`src/rtl/lpg_pkg.sv`:
```
// Package: shared constants and types for the landing-pad checker.
// Assumes 32-bit instruction words and a 2-bit branch type.
package lpg_pkg;
    localparam int INSN_W  = 32;
    localparam int BT_W    = 2;
    localparam int SEL_LSB = 5;
    localparam int SEL_W   = 7;
    localparam int N_DBG   = 2;

    localparam logic [INSN_W-1:0] HINT_MASK  = 32'hFFFF_F01F;
    localparam logic [INSN_W-1:0] HINT_MATCH = 32'hD503_201F;
    localparam logic [INSN_W-1:0] DBG_MASK   = 32'hFFE0_001F;
    localparam logic [N_DBG-1:0][INSN_W-1:0] DBG_MATCH = {32'hD440_0000, 32'hD420_0000};

    localparam logic [SEL_W-1:0] SEL_SIGN_A = 7'h19;
    localparam logic [SEL_W-1:0] SEL_SIGN_B = 7'h1B;
    localparam logic [SEL_W-1:0] SEL_ID     = 7'h20;
    localparam logic [SEL_W-1:0] SEL_ID_C   = 7'h22;
    localparam logic [SEL_W-1:0] SEL_ID_J   = 7'h24;
    localparam logic [SEL_W-1:0] SEL_ID_JC  = 7'h26;

    localparam logic [BT_W-1:0] BT_JUMP = 2'd2;
    localparam logic [BT_W-1:0] BT_CALL = 2'd3;

    typedef enum logic [2:0] {
        LC_OTHER, LC_SIGN, LC_ID_NONE, LC_ID_CALL, LC_ID_JUMP, LC_ID_ANY, LC_DEBUG
    } land_cls_t;
endpackage

```
`src/rtl/lpg_classify.sv`:
```
// Module: lpg_classify
// Sorts an instruction word into one of the landing classes.
// Assumes: the word is stable during the cycle; purely combinational.
module lpg_classify
    import lpg_pkg::*;
(
    input  logic [INSN_W-1:0] insn,
    output land_cls_t         cls
);
    logic [N_DBG-1:0] dbg_hit;
    logic             in_hint;
    logic [SEL_W-1:0] sel;

    // One comparator per debug encoding.
    for (genvar g = 0; g < N_DBG; g++) begin : g_dbg
        assign dbg_hit[g] = ((insn & DBG_MASK) == DBG_MATCH[g]);
    end

    assign in_hint = ((insn & HINT_MASK) == HINT_MATCH);
    assign sel     = insn[SEL_LSB +: SEL_W];

    // Decode the selector or the debug match into a class.
    always_comb begin
        cls = LC_OTHER;
        if (in_hint) begin
            case (sel)
                SEL_SIGN_A, SEL_SIGN_B: cls = LC_SIGN;
                SEL_ID:                 cls = LC_ID_NONE;
                SEL_ID_C:               cls = LC_ID_CALL;
                SEL_ID_J:               cls = LC_ID_JUMP;
                SEL_ID_JC:              cls = LC_ID_ANY;
                default:                cls = LC_OTHER;
            endcase
        end else if (|dbg_hit) begin
            cls = LC_DEBUG;
        end
    end
endmodule

```
`src/rtl/lpg_rules.sv`:
```
// Module: lpg_rules
// Applies the per-branch-type compatibility rule to a landing class.
// Assumes: bt is nonzero whenever the result is used; combinational.
module lpg_rules
    import lpg_pkg::*;
(
    input  land_cls_t       cls,
    input  logic [BT_W-1:0] bt,
    input  logic            strict,
    output logic            compat
);
    // Compatibility table by class.
    always_comb begin
        case (cls)
            LC_SIGN:    compat = !(strict && (bt == BT_CALL));
            LC_ID_NONE: compat = 1'b0;
            LC_ID_CALL: compat = (bt != BT_CALL);
            LC_ID_JUMP: compat = (bt != BT_JUMP);
            LC_ID_ANY:  compat = 1'b1;
            LC_DEBUG:   compat = 1'b1;
            default:    compat = 1'b0;
        endcase
    end
endmodule

```
`src/rtl/lpg_btreg.sv`:
```
// Module: lpg_btreg
// Holds the branch-type register and its update rules.
// Assumes: trap is only high together with vld; synchronous active-low reset.
module lpg_btreg
    import lpg_pkg::*;
(
    input  logic            clk,
    input  logic            rst_n,
    input  logic            vld,
    input  logic            trap,
    input  logic            wr_en,
    input  logic [BT_W-1:0] wr_val,
    input  logic            exc_exit,
    output logic [BT_W-1:0] bt
);
    // Next-state: reset, hold on trap/exception, load on request, else clear.
    always_ff @(posedge clk) begin
        if (!rst_n) begin
            bt <= '0;
        end else if (vld && !trap) begin
            if (wr_en)         bt <= wr_val;
            else if (!exc_exit) bt <= '0;
        end
    end

    AST_BT_CLEAR: assert property (@(posedge clk) disable iff (!rst_n)
        (vld && !trap && !wr_en && !exc_exit) |=> (bt == '0));
    AST_BT_LOAD: assert property (@(posedge clk) disable iff (!rst_n)
        (vld && !trap && wr_en) |=> (bt == $past(wr_val)));
    AST_BT_EXC_HOLD: assert property (@(posedge clk) disable iff (!rst_n)
        (vld && !trap && !wr_en && exc_exit) |=> $stable(bt));
    AST_BT_TRAP_HOLD: assert property (@(posedge clk) disable iff (!rst_n)
        (vld && trap) |=> $stable(bt));
    AST_BT_IDLE_HOLD: assert property (@(posedge clk) disable iff (!rst_n)
        !vld |=> $stable(bt));
    AST_BT_RESET: assert property (@(posedge clk)
        !rst_n |=> (bt == '0));
endmodule

```
`src/rtl/landing_pad_guard.sv`:
```
// Module: landing_pad_guard (top)
// Checks each decoded instruction as a landing point for an indirect
// branch and keeps the branch-type register.
// Assumes: instr and controls are valid while instr_vld is high.
module landing_pad_guard
    import lpg_pkg::*;
(
    input  logic              clk,
    input  logic              rst_n,
    input  logic              instr_vld,
    input  logic [INSN_W-1:0] instr,
    input  logic              page_guarded,
    input  logic              strict_mode,
    input  logic              bt_wr_en,
    input  logic [BT_W-1:0]   bt_wr_val,
    input  logic              exc_exit,
    output logic              trap_pulse,
    output logic [BT_W-1:0]   trap_syndrome,
    output logic              decode_ok,
    output logic [BT_W-1:0]   bt_state
);
    land_cls_t       cls;
    logic            compat;
    logic            chk_on;
    logic [BT_W-1:0] bt_q;

    lpg_classify u_cls (
        .insn (instr),
        .cls  (cls)
    );

    lpg_rules u_rules (
        .cls    (cls),
        .bt     (bt_q),
        .strict (strict_mode),
        .compat (compat)
    );

    lpg_btreg u_btreg (
        .clk      (clk),
        .rst_n    (rst_n),
        .vld      (instr_vld),
        .trap     (trap_pulse),
        .wr_en    (bt_wr_en),
        .wr_val   (bt_wr_val),
        .exc_exit (exc_exit),
        .bt       (bt_q)
    );

    // Gate the check and form the trap, syndrome and decode enable.
    always_comb begin
        chk_on        = instr_vld && page_guarded && (bt_q != '0);
        trap_pulse    = chk_on && !compat;
        trap_syndrome = trap_pulse ? bt_q : '0;
        decode_ok     = instr_vld && !trap_pulse;
    end

    assign bt_state = bt_q;

    AST_TRAP_GATED: assert property (@(posedge clk) disable iff (!rst_n)
        trap_pulse |-> (instr_vld && page_guarded && bt_state != '0));
    AST_TRAP_BLOCKS: assert property (@(posedge clk) disable iff (!rst_n)
        trap_pulse |-> (!decode_ok && trap_syndrome == bt_state));
    AST_SYND_QUIET: assert property (@(posedge clk) disable iff (!rst_n)
        !trap_pulse |-> (trap_syndrome == '0));
    AST_JC_PASSES: assert property (@(posedge clk) disable iff (!rst_n)
        (instr_vld && (instr & HINT_MASK) == HINT_MATCH
         && instr[SEL_LSB +: SEL_W] == SEL_ID_JC) |-> !trap_pulse);
    AST_DEBUG_PASSES: assert property (@(posedge clk) disable iff (!rst_n)
        (instr_vld && ((instr & DBG_MASK) == DBG_MATCH[0]
         || (instr & DBG_MASK) == DBG_MATCH[1])) |-> !trap_pulse);
endmodule

```
`config.mk`:
```
export PLATFORM = sky130hd
export DESIGN_NAME = landing_pad_guard
export DESIGN_NICKNAME = d
export VERILOG_FILES = /design/src/rtl/lpg_pkg.sv /design/src/rtl/lpg_classify.sv /design/src/rtl/lpg_rules.sv /design/src/rtl/lpg_btreg.sv /design/src/rtl/landing_pad_guard.sv
export SDC_FILE = /design/constraint.sdc
export NUM_CORES = 1
export LEC_CHECK = 0
export BUFFER_PORTS_ARGS = -buffer_cell sky130_fd_sc_hd__clkbuf_2
export CORE_AREA = 2 2 39 41
export DETAILED_ROUTE_END_ITERATION = 12
export DIE_AREA = 0 0 41 43
export GPL_ROUTABILITY_DRIVEN = 0
export MAX_ROUTING_LAYER = met4
export PLACE_DENSITY = 0.72
export SLEW_MARGIN = 5
export SYNTH_ARGS = -nofsm -noshare
export SYNTH_HDL_FRONTEND = slang
export SYNTH_SLANG_ARGS = --single-unit
```
`constraint.sdc`:
```
create_clock -name clk -period 2.81 [get_ports clk]
set_clock_uncertainty 0.1 [all_clocks]
set_input_delay 0.1405 -clock clk [delete_from_list [all_inputs] [get_ports clk]]
set_output_delay 0.1405 -clock clk [all_outputs]
set_load 0.02 [all_outputs]
```
Word level (Yosys, flattened, before mapping):

Cells that the tools add are included.

* bits in registers: 2
* bits in latches: 0
* memory bits (writable): 0
* ROM bits: 0
* input port bits: 41
* output and inout bits: 6
* logic and storage cells: 39
* memories: 0

* add/sub/neg operators: 0
* $mul: 0
* divide/modulo/power cells: 0
* $lt $le $gt $ge: 0
* equal/unequal tests: 18
* shift-type cells: 0
* muxes and demuxes: 7
* bitwise operators: 0
* reduce and logical (&&, ||, !) cells: 13

Operators with widths (number)
* == test 16 bit (second input constant): 2
* == test 7 x 6 -> 1 bit (second input constant): 4
* == test 25 bit (second input constant): 1
* case mux 3 bit (5 select lines): 1
* == test 7 x 5 -> 1 bit (second input constant): 2
* == test 3 bit (second input constant): 3
* two-way mux 2 bit: 3
* two-way mux 3 bit: 2
* != test 2 bit (second input constant): 3
* OR reduction 2 bit: 3
* logical AND 1 bit: 5
* case mux 1 bit (4 select lines): 1
* == test 3 x 1 -> 1 bit (second input constant): 1
* == test 3 x 2 -> 1 bit (second input constant): 1
* logical NOT 1 bit: 3
* == test 2 bit (second input constant): 1
* AND reduction 2 bit: 1
* nonzero test 2 bit: 1

Longest topological paths before layout:

Gate-level depths: netlist of run 1.

* depth after elaboration: 12
* depth in mapped cells: 6

By module:

From an unflattened synthesis of run 1, not the netlist that was laid out.

* cell total of the unflattened synthesis: 48
* area total of the unflattened synthesis: 329.1 um^2

Modules (own cells, without submodules)
* lpg_classify: instances 1, cells an instance 24, area each 161.4 um^2, seq. area each 0.0 um^2
* lpg_btreg: instances 1, cells an instance 11, area each 93.8 um^2, seq. area each 40.0 um^2
* landing_pad_guard: instances 1, cells an instance 7, area each 40.0 um^2, seq. area each 0.0 um^2
* lpg_rules: instances 1, cells an instance 6, area each 33.8 um^2, seq. area each 0.0 um^2

Worst setup path before layout of run 1:

No wires, ideal clock.

* kind: register to output
* start: register u_btreg.bt[0]
* end: output port decode_ok
* arrival time: 1.470 ns
* setup slack: 1.100 ns
* stages on the path, launching flop included: 5
* path through: dfxtp_1 -> or3_1 -> a21boi_0 -> o31a_4 -> and2b_2

* word-level cells in the longest chain between the ends: 8
* elaborated cells between the ends (all ways): 12
* classes of those cells: eq/ne (3); mux (1); reduce/logical (8)

RTL lines
* from (decl): RTL line lpg_btreg.sv:14 `output logic [BT_W-1:0] bt`
* from (signal assigned): RTL line lpg_btreg.sv:21 `if (wr_en) bt <= wr_val;`
* == test 2 bit: RTL line lpg_rules.sv:15 `LC_SIGN: compat = !(strict && (bt == BT_CALL));`
* logical AND 1 bit: RTL line lpg_rules.sv:15
* logical NOT 1 bit: RTL line lpg_rules.sv:15
* case mux 1 bit (4 select lines): RTL line lpg_rules.sv:14 `case (cls)`
* logical NOT 1 bit: RTL line landing_pad_guard.sv:53 `trap_pulse = chk_on && !compat;`
* logical AND 1 bit *: RTL line landing_pad_guard.sv:53
* via trap_pulse: RTL line landing_pad_guard.sv:17 `output logic trap_pulse,`
* logical NOT 1 bit *: RTL line landing_pad_guard.sv:55 `decode_ok = instr_vld && !trap_pulse;`
* logical AND 1 bit *: RTL line landing_pad_guard.sv:55
* to (decl): RTL line landing_pad_guard.sv:19 `output logic decode_ok,`

Mark *: on every way through the listed nets, which the timed path passes. The rest lies on a longest branch.

Worst setup path after layout of run 1:

* start: register u_btreg.bt[0]
* end: output port decode_ok

* word-level cells in the longest chain between the ends: 8
* elaborated cells between the ends (all ways): 12
* classes of those cells: eq/ne (3); mux (1); reduce/logical (8)

RTL lines (RTL line)
* == test 2 bit: lpg_rules.sv:15
* logical AND 1 bit: lpg_rules.sv:15
* logical NOT 1 bit: lpg_rules.sv:15
* case mux 1 bit (4 select lines): lpg_rules.sv:14
* logical NOT 1 bit: landing_pad_guard.sv:53
* logical AND 1 bit *: landing_pad_guard.sv:53
* logical NOT 1 bit *: landing_pad_guard.sv:55
* logical AND 1 bit *: landing_pad_guard.sv:55

Mark *: on every way between the ends. The rest lies on a longest branch, timed or not.

==> run metrics, run 1 <==
status=completed; clk sinks=2; clock buffer depth=2; post-DP HPWL=~980 um; initial antenna violation count=0; fin crit share=a little over two thirds; Setup-failing EPs final=0; #FFs+latches synth=2; DR pass1 iterations=4; slowest CP cell=or3_1; Slew HR=between 70% and 80%; CTS resizes=0; clock latency at the later pin of the worst-skew pair=0.22 ns; largest net degree at the start of global routing=7; Cell Rows=14; Root Driver=clkbuf_4; Diodes inserted=0; Final Hold Vio Count=0; Slew @ Worst Pin=approximately 0.33 ns; clock slew at reported path FFs=roughly 0.030 ns; number of I/O pins=47; Static Leak=about 0.3 nW; DRT antenna net count=0; Num CTS Buffers=3; final slew viol count=0; RSZ-0062 raised after global routing=false; TNS Setup=0 ns; Final Cell Area=578 um^2; max FFs per register=2; core area=0.00138 mm^2; Async SR Flop Fraction=0%; final wirelength=roughly 1100 um; worst hold path type=in -> reg; peak supply drop=roughly 0.17 mV; sequential cell area fraction in the yosys report=13.1%; Slowest Stage Delay on Critical Path=roughly 0.37 ns; Post-Syn Area per Cell=approximately 7.6 um^2; Initial Util=~22%; GRT Overall Usage=14.1%; area of the multi-input gates=between 200 and 300 um^2; Cells after Synth=40; Crit path required time=2.57 ns; CP Max Fanout=6; Post-CTS Setup Inserts=0; crit end category=output pin; synthesized area=approximately 310 um^2; Layout Utilization=between 40% and 50%; max-cap viol count=0; syn nets=just over 80; Initial DRC Count=10; Final min period=slightly below 2 ns; top_reg_cell synth=dfxtp_1; Via Count=roughly 490; Top Registers=u_btreg.bt: 2 flops; Pwr Density=254 mW/mm^2; IO Port Bufs=46; number of flops mapped to enable cells by yosys=0; die area=0.00176 mm^2; sequential standard cell area=approximately 40 um^2; # nets final=around 130; highest achievable clock rate=0.509 GHz; Die X=around 41 um; post-DR wirelength/cell=about 10 um; vias in the first global route=444; Residual DRC=0; WHS=roughly 0.023 ns; Die H=between 40 and 50 um; synth unique cells=26; Post-DP Area=between 500 and 600 um^2; yosys warns=0; CTS tree=done; layout cell share with drive strength beyond 1=about three fifths; arrival time at the worst endpoint=~1.7 ns; Most flops, register=u_btreg.bt; Hold Buf Count CTS=0; cell chain of the critical path=or3_1, a21boi_0, o31a_4, and2b_2, clkbuf_2; gr ovfl total=0; Startpoint Class=flip-flop; drt via density=4.63; Layout area overhead=89.3%; CP Class=reg -> out; first-pass GRT wire length=approximately 1600 um; filler instances=153; CTS HTree Levels=1
==> critical path: cells and delay by family (launching register included) <==
kind                   cells  cell delay, ns
and+or+nand+nor            2            0.58
AOI/OAI and AO/OA          2            0.44
buffers and inverters      1            0.15
DFF                        1            0.34
==> stage by stage <==
stage	power [mW]	cells	worst slack [ns]
after global placement	0.0838	102	1.02
after CTS	0.152	105	0.826
after floorplan	0.0499	40	1.10
after global routing	0.163	105	0.773
final	0.147	105	0.847
after detailed placement	0.0852	102	1.01
==> cell usage after synthesis (all sizes together) (2+ instances only) <==
library cell  count  area (um^2)
dfxtp             2         40.0
and2              3         21.3
nand2             4         15.0
nor4              3         25.0
nand3             2         10.0
nor2              5         26.3
nor4b             2         17.5
nand4b            2         17.5
o21ai             2         10.0
o2bb2ai           2         17.5
==> logic make-up (layout without fill, tap and decap cells) <==
kind of cell	Yosys count	after routing	synth area share [%]
simple gates	26	26	56.1
xor+xnor	1	1	2.87
buf+inv	1	50	1.23
flops	2	2	13.1
compound gates	10	10	26.6
==> area by class of cell <==
class / count / share of cell area (%)
Clock buffer: 3 / 3.90
Tap cell: 16 / 3.46
Timing Repair Buffer: 46 / 39.8
Multi-Input combinational cell: 37 / 45.2
Inverter: 1 / 0.649
Sequential cell: 2 / 6.93
==> metal layers <==
metal  global-route usage (%)  up-vias  part of all wire [%]
li1                         -      258                     -
met1                     12.2      201                    35
met2                     26.3       27                    53
met3                     3.14        0                    12
met4                     6.00        0                     0
met5                        -        -                     0
==> path summary, 6_finish.rpt <==
| check | startpoint | depth (start not counted) | slack, ns | to |
|---|---|---|---|---|
| worst max register to register | u_btreg.bt[0]$_SDFFE_PN0P_ | 5 | 1.31 | u_btreg.bt[0]$_SDFFE_PN0P_ |
| worst max-delay path | u_btreg.bt[0]$_SDFFE_PN0P_ | 5 | 0.85 | decode_ok |
| worst min-delay path | bt_wr_val[1] | 2 | 0.02 | u_btreg.bt[1]$_SDFFE_PN0P_ |
| worst min register to register | u_btreg.bt[1]$_SDFFE_PN0P_ | 2 | 0.40 | u_btreg.bt[1]$_SDFFE_PN0P_ |
==> report_power, final <==
| part | internal [mW] | total, mW | switching [mW] |
|---|---|---|---|
| sequential | 0.0300 | 0.0315 | 0.00155 |
| clock | 0.0470 | 0.0623 | 0.0153 |
| combinational | 0.0304 | 0.0531 | 0.0227 |
==> layout by cell type (no fill, tap or decap), drive strengths merged <==
| master | Yosys | final |
|---|---|---|
| nand2b | 1 | 1 |
| or3 | 1 | 1 |
| a21boi | 1 | 1 |
| and2b | 1 | 1 |
| xnor2 | 1 | 1 |
| o31a | 1 | 1 |
| or4 | 1 | 1 |
| o211ai | 1 | 1 |
| nor4 | 3 | 3 |
| o31ai | 1 | 1 |
| nor2 | 5 | 5 |
| nand4b | 2 | 2 |
| inv | 1 | 1 |
| and4b | 1 | 1 |
| nor4b | 2 | 2 |
| clkbuf | 0 | 49 |
| dfxtp | 2 | 2 |
| o2bb2ai | 2 | 2 |
| nand2 | 4 | 4 |
| o2111ai | 1 | 1 |
| and2 | 3 | 3 |
| a21oi | 1 | 1 |
| nand3 | 2 | 2 |
| o21ai | 2 | 2 |
Power figures use the tool's default switching activity.
==> run 2: changes to the inputs <==
PLACE_DENSITY = 0.75   (was 0.72)
clock period = 1.6 ns   (was 2.81 ns; I/O delays follow)
==> run 2 against run 1 <==
Effect of this change:
- the run now ends with setup timing left
- final cell count increased by 5.7%
- first-iteration DRC count decreased by 100%
- critical path type unchanged
- largest cell class is now non-clock buffers
- critical endpoint unchanged
- power increased by 91%
==> run metrics, run 2 (synthesis gave the netlist of run 1 again) <==
first-pass GRT wire length=1720 um (+4.2%); highest achievable clock rate=~0.58 GHz; final wirelength=1260 um (+15%); Initial Util=22.1% (unchanged); Slowest Stage Delay on Critical Path=0.36 ns (about the same); drt via density=4.73 (+2.2%); Worst path depth=5 (unchanged); sequential standard cell area=41.3 um^2 (+3.1%); filler instances=146 (-4.6%); # nets final=138 (+4.5%); final slew viol count=0 (unchanged); status=finished, violations left; Cell Rows=14 (unchanged); Post-DP Area=578 um^2 (+4.1%); Final min period=about 1.7 ns; layout cell share with drive strength beyond 1=69.5% (+7.7 points); slowest CP cell=or3_4; Setup-failing EPs final=4 (+4); crit end category=output pin; post-DP HPWL=999 um (+2.0%); IO Port Bufs=46 (unchanged); fin crit share=109%; max-cap viol count=0 (unchanged); cell chain of the critical path=or3_4, a21boi_2, o31a_4, and2b_2, buf_6; Residual DRC=0 (unchanged); clock latency at the later pin of the worst-skew pair=0.22 ns (about the same); clock slew at reported path FFs=0.03 ns (about the same); Final Cell Area=701 um^2 (+21%); core area=0.00138 mm^2 (unchanged); Crit path required time=1.42 ns (-1.15 ns); Worst Path Buf+Inv=1 (unchanged); WHS Path Cells=3 (+1); Worst Slack Setup Final=-0.138 ns (-0.985 ns); gr ovfl total=0 (unchanged); Layout area overhead=130%; Die X=41 um (unchanged); max FFs per register=2 (unchanged); peak supply drop=0.301 mV (+81%); clock buffer depth=2 (unchanged); Most flops, register=u_btreg.bt; vias in the first global route=504 (+14%); Die H=43 um (unchanged); Slew @ Worst Pin=0.297 ns (-0.0331 ns); commonest non-fill, non-tap cell in the layout=clkbuf_2; Top Registers=u_btreg.bt: 2 flops; most frequent cells in the layout=clkbuf_2 (42), nor2_1 (4), nand2_1 (4), buf_4 (4), clkbuf_4 (3); CTS HTree Levels=1 (unchanged); Num CTS Buffers=3 (unchanged); DRT antenna net count=0 (unchanged); Static Leak=0.340 nW (+15%); CTS tree=done; initial antenna violation count=0 (unchanged); reg-to-reg slack, setup=0.12 ns (-1.19 ns); Root Driver=clkbuf_4; Diodes inserted=0 (unchanged); GRT Overall Usage=14.9% (+0.81 points); Startpoint Class=flip-flop; number of I/O pins=47 (unchanged); Layout Utilization=50.6% (+8.9 points); DR pass1 iterations=1 (-3); Initial DRC Count=0 (-10); clk sinks=2 (unchanged); CP Class=reg -> out; CP Max Fanout=5 (-1); Pwr Density=401 mW/mm^2 (+58%); Top delay family on crit path=simple AND/OR/NAND/NOR gates; Pwr Total=0.281 mW (+91%); Slew HR=79.9% (+2.1 points); largest net degree at the start of global routing=6 (-1); die area=0.00176 mm^2 (unchanged); Via Count=525 (+8.0%); Final Hold Vio Count=0 (unchanged); worst hold path type=in -> reg; arrival time at the worst endpoint=1.56 ns (-0.16 ns); RSZ-0062 raised after global routing=true; worst r2r path cells=6 (+1); area of the multi-input gates=299 um^2 (+14%); post-DR wirelength/cell=11.3 um (+8.9%); failing checks=setup timing
-- run 2: power breakdown --
group / switching, mW / leakage [nW] / internal [mW]
registers: 0.00176 / 0.0168 / 0.0529
clock network: 0.0284 / 0.0138 / 0.0827
logic: 0.0492 / 0.309 / 0.0657
total: 0.0794 / 0.340 / 0.201
-- run 2: worst paths after layout --
check,start,to
min,rst_n,u_btreg.bt[1]$_SDFFE_PN0P_
min reg2reg,u_btreg.bt[1]$_SDFFE_PN0P_,u_btreg.bt[1]$_SDFFE_PN0P_
max,u_btreg.bt[0]$_SDFFE_PN0P_,decode_ok
max reg2reg,u_btreg.bt[0]$_SDFFE_PN0P_,u_btreg.bt[1]$_SDFFE_PN0P_
-- run 2: layer usage --
| metal | track usage (%) | share of wire (%) | vias up |
|---|---|---|---|
| met5 | - | 0 | - |
| met4 | 4.00 | 0 | 0 |
| met3 | 4.71 | 14 | 0 |
| met2 | 31.3 | 53 | 35 |
| met1 | 9.58 | 33 | 222 |
| li1 | - | - | 268 |
-- run 2: worst reg2reg max path: cells and delay by family (launching register included) --
kind	cells	cell delay, ns
buffers and inverters	1	0.13
flip-flops	1	0.31
AO/OA/AOI/OAI	3	0.44
AND/OR/NAND/NOR	2	0.40
-- run 2: final cells by class --
type	count	area share, %
Timing Repair Buffer	52	44.8
Inverter	1	0.536
Sequential cell	2	5.89
Clock buffer	3	3.21
Tap cell	16	2.86
Multi-Input combinational cell	37	42.7
-- run 2: stage by stage --
stage	setup WS (ns)	hold slack [ns]	setup TNS (ns)	instances
6_report	-0.138	0.0339	-0.343	111
5_1_grt	-0.210	0.0573	-0.618	111
4_1_cts	-0.153	0.0305	-0.403	111
3_5_place_dp	-0.120	0.204	-0.556	105
3_3_place_gp	-0.0761	0.189	-0.263	105
2_1_floorplan	0.0183	0.0969	0	40
-- run 2: timing repair --
| action | 4_1_cts | 5_1_grt |
|---|---|---|
| gates resized for setup | 9 | 10 |
| hold endpoints to repair | 2 | 0 |
| endpoints found under the setup margin | 4 | 6 |
| setup buffers | 1 | 1 |
| cloned | 0 | 0 |
| pin swaps | 1 | 7 |
| hold buffers | 2 | 0 |
